--- src/rtl/bshift16.sv ---
module bshift16 #(
  parameter int W       = 16,
  parameter bit OUT_REG = 1'b1
) (
  input  logic                 clk,
  input  logic                 rst,
  input  logic [W-1:0]         din,
  input  logic [$clog2(W)-1:0] amt,
  input  logic [2:0]           mode,
  output logic [W-1:0]         dout
);
  localparam int AW = $clog2(W);

  localparam logic [2:0] M_SLL = 3'b000;
  localparam logic [2:0] M_SRL = 3'b001;
  localparam logic [2:0] M_SLA = 3'b010;
  localparam logic [2:0] M_SRA = 3'b011;
  localparam logic [2:0] M_ROL = 3'b100;
  localparam logic [2:0] M_ROR = 3'b101;

  logic go_left, rot, pass, fill_l, fill_r;
  logic [W-1:0] stg [AW+1];
  logic [W-1:0] res;

  assign go_left = (mode == M_SLL) || (mode == M_SLA) || (mode == M_ROL);
  assign rot     = (mode == M_ROL) || (mode == M_ROR);
  assign pass    = mode[2] & mode[1];
  assign fill_l  = (mode == M_SLA) & din[0];
  assign fill_r  = (mode == M_SRA) & din[W-1];
  assign stg[0]  = din;

  for (genvar s = 0; s < AW; s++) begin : g_stage
    localparam int K = 1 << s;
    logic [W-1:0] lft, rgt;
    assign lft = rot ? {stg[s][W-1-K:0], stg[s][W-1:W-K]}
                     : {stg[s][W-1-K:0], {K{fill_l}}};
    assign rgt = rot ? {stg[s][K-1:0], stg[s][W-1:K]}
                     : {{K{fill_r}}, stg[s][W-1:K]};
    assign stg[s+1] = !amt[s] ? stg[s] : (go_left ? lft : rgt);
  end

  assign res = pass ? din : stg[AW];

  if (OUT_REG) begin : g_reg
    always_ff @(posedge clk) begin
      if (rst) dout <= '0;
      else     dout <= res;
    end
  end else begin : g_comb
    assign dout = res;
  end
endmodule


--- config.mk ---
export PLATFORM = sky130hd
export DESIGN_NAME = bshift16
export DESIGN_NICKNAME = d
export VERILOG_FILES = /design/src/rtl/bshift16.sv
export SDC_FILE = /design/constraint.sdc
export NUM_CORES = 1
export LEC_CHECK = 0
export BUFFER_PORTS_ARGS = -buffer_cell sky130_fd_sc_hd__buf_4
export CORE_MARGIN = 8
export CORE_UTILIZATION = 61
export DETAILED_ROUTE_END_ITERATION = 6
export GPL_ROUTABILITY_DRIVEN = 0
export PLACE_DENSITY = 0.84
export RECOVER_POWER = 25
export SLEW_MARGIN = 30
export SYNTH_ARGS = -nofsm -noshare
export SYNTH_HDL_FRONTEND = slang
export SYNTH_SLANG_ARGS = --single-unit
export TNS_END_PERCENT = 30
--- constraint.sdc ---
create_clock -name clk -period 3.2 [get_ports clk]
set_input_delay 0.16 -clock clk [delete_from_list [all_inputs] [get_ports clk]]
set_output_delay 0.16 -clock clk [all_outputs]
set_load 0.01 [all_outputs]
==> summary.txt, run 1 <==
status: complete, no violations
via count: 3506
Area growth, synth to finish: 5.527%
actual slew at the worst max-slew pin: 0.8299 ns
Die ar.: 7166 um2
CP arrival: 2.37 ns
fin util: 65.54%
initial antenna violation count: 0
Tmin final: 2.196 ns
final count of hold timing violations: 0
slowest cell delay on critical path: 0.75 ns
fmax: 455.5 MHz
RSZ-0062 raised after global routing: no
diode count: 0
CP required: 3.37 ns
Cell Rows: 25
clk sinks: 16
Synth top area share: 11.14%
CTS tree: done
fin nets: 429
commonest non-fill, non-tap cell in the layout: nor2_1
Post-Synthesis Cells: 401
top_reg_cell synth: dfxtp_1
htree depth: 1
setup tns final: 0 ns
wire per inst: 22.51 um
Die X: 84.66 um
cts hold-fix bufs: 0
Hold Path Class: input pin to flip-flop
Pre-antenna DRT Iters: 6
CTS resizes: 0
final WL: 10290 um
Setup crit end kind: flip-flop
Mapped Area: 2875 um2
post-CTS setup buffer count: 0
Post-synth ARST share: 0%
final setup vio count: 0
kind of critical path: input pin to flip-flop
largest net degree at the start of global routing: 67
DRC Markers: 0
Post-Layout Cell Count: 457
TritonCTS buffer count: 3
Synth area leader: dfxtp_1
DRT iter0 DRCs: 651
Post-synth EDFFs: 0
# IOs: 41
Cell Pwr Density: 294.2 nW/um2
Antenna Nets Post-Route: 0
remaining global-route overflow: 0
synthesized flop and latch total: 16
WP buf/inv: 2
post-detail-place hpwl: 7218 um
critical path launch point type: input pin
crit share post-route: 68.61%
Leakage: 1.136 nW
PortBufs: 40
Slew Limit Fails: 0
Distinct cells, synth: 75
largest register by flop count: dout
syn_area_per_cell: 7.170 um2
first-pass GRT wire length: 15980 um
clk buf depth: 2
Largest regs: dout: 16 flops
post-synthesis sequential area ratio: 11.14%
GRT Total Usage: 27.32%
YS warnings: 0
Max VDD drop: 174.7 uV
Vias/cell: 7.672
Worst path slowest cell: a2111oi_0
layout cells sized above 1: 17.87%
dpl cells: 453
root buffer cell: clkbuf_8
commonest cells after routing, fill and taps aside: nor2_1 (43), nand2_1 (39), buf_4 (33)
Critical Path Fanout Max: 38
max_slew headroom: 43.25%
Starting Density: 62.11%
vias in the first global route: 3129
clock-pin slew on the worst setup and hold paths: 0.07 ns
post-synth net total: 426
Largest register FFs: 16
critical-path cell list: buf_4 > a21o_1 > buf_12 > a21o_1 > o32ai_1 > a2111oi_0 > a211oi_1 > a211oi_1
Top Family by Delay on Critical Path: compound AO/OA/AOI/OAI gates
max-cap violations: 0
die height: 84.66 um
Synth area leaders: dfxtp_1 (11%), nor2_1 (5.6%), nand2_1 (5.1%)
Core Region: 4629 um2
routing by layer:
| metal | GRT usage [%] | wire, um | vias up |
|---|---|---|---|
| met5 | 0 | 0 | - |
| met2 | 41.52 | 4387 | 340 |
| met4 | 17.80 | 712 | 0 |
| met3 | 5.659 | 1401 | 89 |
| met1 | 34.01 | 3784 | 1540 |
| li1 | - | - | 1537 |
power breakdown:
group | leakage, nW | switching (mW) | internal, mW | total [mW]
Clock | 0.0288 | 0.0754 | 0.109 | 0.185
Combinational | 0.974 | 0.300 | 0.182 | 0.481
Sequential | 0.133 | 0.00599 | 0.221 | 0.227
Total | 1.14 | 0.381 | 0.512 | 0.893
cell usage after synthesis, types with 3 or more instances:
cell type and number:
o221ai_1 4, a211oi_1 10, mux2i_1 14, o311ai_1 3, a32o_1 3, clkbuf_1 14, nand3_1 9, nand2_1 39
nor4_1 4, nand3b_1 3, o31ai_1 6, o21ai_1 4, o211ai_1 5, a21o_1 4, inv_1 5, nor2_1 43
a221oi_2 3, o32ai_1 3, buf_4 4, nor3_1 16, nand2b_1 12, buf_2 16, buf_6 8, o21ai_0 16
o21bai_1 5, a2bb2oi_1 6, mux4_2 4, o22ai_1 5, o311a_1 3, a21oi_1 27, dfxtp_1 16, a31oi_1 8
mux2_2 9, nor2b_1 10, a311oi_1 3, a221oi_1 4, and2_1 6
layout make-up:
class | count | area, um2
clock buffers | 4 | 55.05
flip-flops and latches | 16 | 320.3
well taps | 54 | 67.56
multi-input cells | 335 | 2271
repair buffers | 42 | 297.8
fillers | 417 | 1595
inverters | 6 | 22.52
worst paths after layout:
check | start | cells after the start | to
max | mode[0] | 8 | dout[13]
min | rst | 2 | dout[10]
logic make-up after synthesis:
family | after synthesis | share of synthesized area [%]
AO/OA/AOI/OAI | 149 | 39.51
buffers and inverters | 50 | 9.878
multiplexers | 27 | 11.53
flip-flops | 16 | 11.14
AND/OR/NAND/NOR | 159 | 27.94
per-stage QoR:
step	area, um2	setup slack, ns	power (mW)	hold slack, ns
after global routing	3034	0.9856	0.9285	0.1260
after detailed placement	3009	0.9197	0.6992	0.3854
after CTS	3064	1.182	0.8803	0.1171
after global placement	3009	0.9664	0.6906	0.3846
final	3034	1.004	0.8928	0.1152
after floorplan	2875	1.485	0.5680	0.2632
No activity file was read; power rests on OpenSTA's default activity.
==> run 2, diff against run 1 <==
--- a/config.mk
+++ b/config.mk
@@ -7,10 +7,10 @@
 export LEC_CHECK = 0
 export BUFFER_PORTS_ARGS = -buffer_cell sky130_fd_sc_hd__buf_4
 export CORE_MARGIN = 8
-export CORE_UTILIZATION = 61
+export CORE_UTILIZATION = 59
 export DETAILED_ROUTE_END_ITERATION = 6
 export GPL_ROUTABILITY_DRIVEN = 0
-export PLACE_DENSITY = 0.84
+export PLACE_DENSITY = 0.82
 export RECOVER_POWER = 25
 export SLEW_MARGIN = 30
 export SYNTH_ARGS = -nofsm -noshare
==> constraint.sdc (replaced) <==
create_clock -name clk -period 2.06 [get_ports clk]
set_input_delay 0.103 -clock clk [delete_from_list [all_inputs] [get_ports clk]]
set_output_delay 0.103 -clock clk [all_outputs]
set_load 0.01 [all_outputs]
==> run 2 against run 1 <==
Compared with the run above:
- final cell count grew 9.2%
- the flow now finishes with violations (DRC)
- combinational power rose by 69%
- die area rose by 2.7%
- clock power increased by 50%
- highest routed layer unchanged
- first-iteration DRC count up 24%
==> summary.txt, run 2 (synthesized netlist as in run 1, its figures left out) <==
crit share post-route: 91.84%
clk buf depth: 2 (unchanged)
critical path launch point type: input pin
GRT Total Usage: 28.55% (+1.2 points)
clk sinks: 16 (unchanged)
Slew Limit Fails: 0 (unchanged)
Pre-antenna DRT Iters: 7 (+1)
CP arrival: 2.03 ns (-0.34 ns)
Antenna Nets Post-Route: 0 (unchanged)
Starting Density: 60.87% (-1.2 points)
Largest regs: dout: 16 flops
Max VDD drop: 297.0 uV (+70%)
commonest cells after routing, fill and taps aside: buf_4 (60), nor2_1 (43), nand2_1 (39)
cts hold-fix bufs: 0 (unchanged)
commonest non-fill, non-tap cell in the layout: buf_4
Die ar.: 7363 um2 (+2.7%)
diode count: 0 (unchanged)
final setup vio count: 0 (unchanged)
Setup crit end kind: flip-flop
Sw Pwr: 601.4 uW (+58%)
htree depth: 1 (unchanged)
Net Sw Frac: 41.69% (-0.98 points)
kind of critical path: input pin to flip-flop
root buffer cell: clkbuf_8
PortBufs: 40 (unchanged)
Clock power frac: 19.3% (-1.4 points)
FF+latch area: 320.3 um2 (unchanged)
Hold Path Class: input pin to flip-flop
fmax: 528.6 MHz
layout cells sized above 1: 23.38% (+5.5 points)
post-CTS setup buffer count: 0 (unchanged)
actual slew at the worst max-slew pin: 0.6364 ns (-0.1935 ns)
clock-pin slew on the worst setup and hold paths: 0.06 ns (about the same)
die height: 85.81 um (+1.4%)
Cell Rows: 25 (unchanged)
max_slew headroom: 56.48% (+13 points)
initial antenna violation count: 0 (unchanged)
CTS resizes: 0 (unchanged)
final count of hold timing violations: 0 (unchanged)
DRC Markers: 1 (+1)
post-detail-place hpwl: 7941 um (+10%)
via count: 3666 (+4.6%)
slowest cell delay on critical path: 0.44 ns (-0.31 ns)
CTS tree: done
Tmin final: 1.892 ns
Worst path slowest cell: or3b_4
critical-path cell list: buf_4 > buf_4 > or3b_4 > a21oi_1 > nor3_1 > nor4_1 > o22ai_1 > a2111oi_2
Largest register FFs: 16 (unchanged)
Post-DP Area: 3268 um2 (+8.6%)
TritonCTS buffer count: 3 (unchanged)
internal power: 841.3 uW (+64%)
Multi-input gate area: 2271 um2 (unchanged)
fin nets: 458 (+6.8%)
Vias/cell: 7.347 (-4.2%)
RSZ-0062 raised after global routing: no
Area growth, synth to finish: 14.53%
Cell Pwr Density: 438.1 nW/um2 (+49%)
Hold Path Cell Cnt: 2 (unchanged)
first-pass GRT wire length: 16970 um (+6.2%)
# IOs: 41 (unchanged)
failing checks: DRC
wire per inst: 21.81 um (-3.1%)
cell with the most instances on the worst path: buf_4
fill count: 383 (-8.2%)
DRT iter0 DRCs: 805 (+24%)
largest register by flop count: dout
post-layout instance area: 3293 um2 (+8.5%)
Comb pwr share: 56.4% (+2.5 points)
max-cap violations: 0 (unchanged)
remaining global-route overflow: 0 (unchanged)
status: finished, violations left
largest net degree at the start of global routing: 46 (-31%)
final WL: 10890 um (+5.8%)
vias in the first global route: 3358 (+7.3%)
Leakage: 1.285 nW (+13%)
Seq pwr share: 24.3% (-1.1 points)
Critical Path Fanout Max: 10 (-74%)
Die X: 85.81 um (+1.4%)
CP required: 2.20 ns (-1.17 ns)
setup tns final: 0 ns (unchanged)
Core Region: 4723 um2 (+2.0%)
run 2: final cells by class:
cell class / count / share of cell area [%]
clock buffers: 4 / 1.672
inverters: 6 / 0.6839
multi-input cells: 335 / 68.96
flip-flops and latches: 16 / 9.726
well taps: 67 / 2.546
repair buffers: 71 / 16.41
run 2: per-layer routing:
layer,vias to the layer above,routed length (um),track usage [%]
met2,350,4650,43.72
met4,0,770,15.76
met1,1598,3913,35.56
li1,1610,-,-
met3,108,1550,7.259
met5,-,0,0
run 2: worst max-delay path, delay by kind of cell:
family	cells	cell delay [ns]
buffers and inverters	2	0.32
AO/OA/AOI/OAI	3	0.77
AND/OR/NAND/NOR	3	0.83
run 2: power groups by stage:
stage | clock, mW | combinational (mW) | sequential, mW
3_3_place_gp | 0 | 0.777 | 0.358
6_report | 0.278 | 0.814 | 0.351
4_1_cts | 0.277 | 0.794 | 0.352
2_1_floorplan | 0 | 0.506 | 0.376
3_5_place_dp | 0 | 0.789 | 0.359
5_1_grt | 0.290 | 0.858 | 0.354
run 2: stage by stage:
| step | instances | total power [mW] | utilization [%] | setup slack (ns) | hold slack, ns |
|---|---|---|---|---|---|
| 3_3_place_gp | 495 | 1.135 | 69.19 | 0.06202 | 0.3307 |
| 3_5_place_dp | 495 | 1.148 | 69.19 | 0.001726 | 0.3338 |
| 5_1_grt | 499 | 1.502 | 69.72 | 0.01585 | 0.07886 |
| 6_report | 499 | 1.443 | 69.72 | 0.1681 | 0.07831 |
| 4_1_cts | 499 | 1.423 | 70.36 | 0.2360 | 0.07367 |
| 2_1_floorplan | 401 | 0.8823 | - | 0.4023 | 0.2062 |
run 2: final timing paths:
check | end | slack [ns] | from
worst min-delay path | dout[10] | 0.08 | rst
worst max-delay path | dout[5] | 0.17 | mode[0]
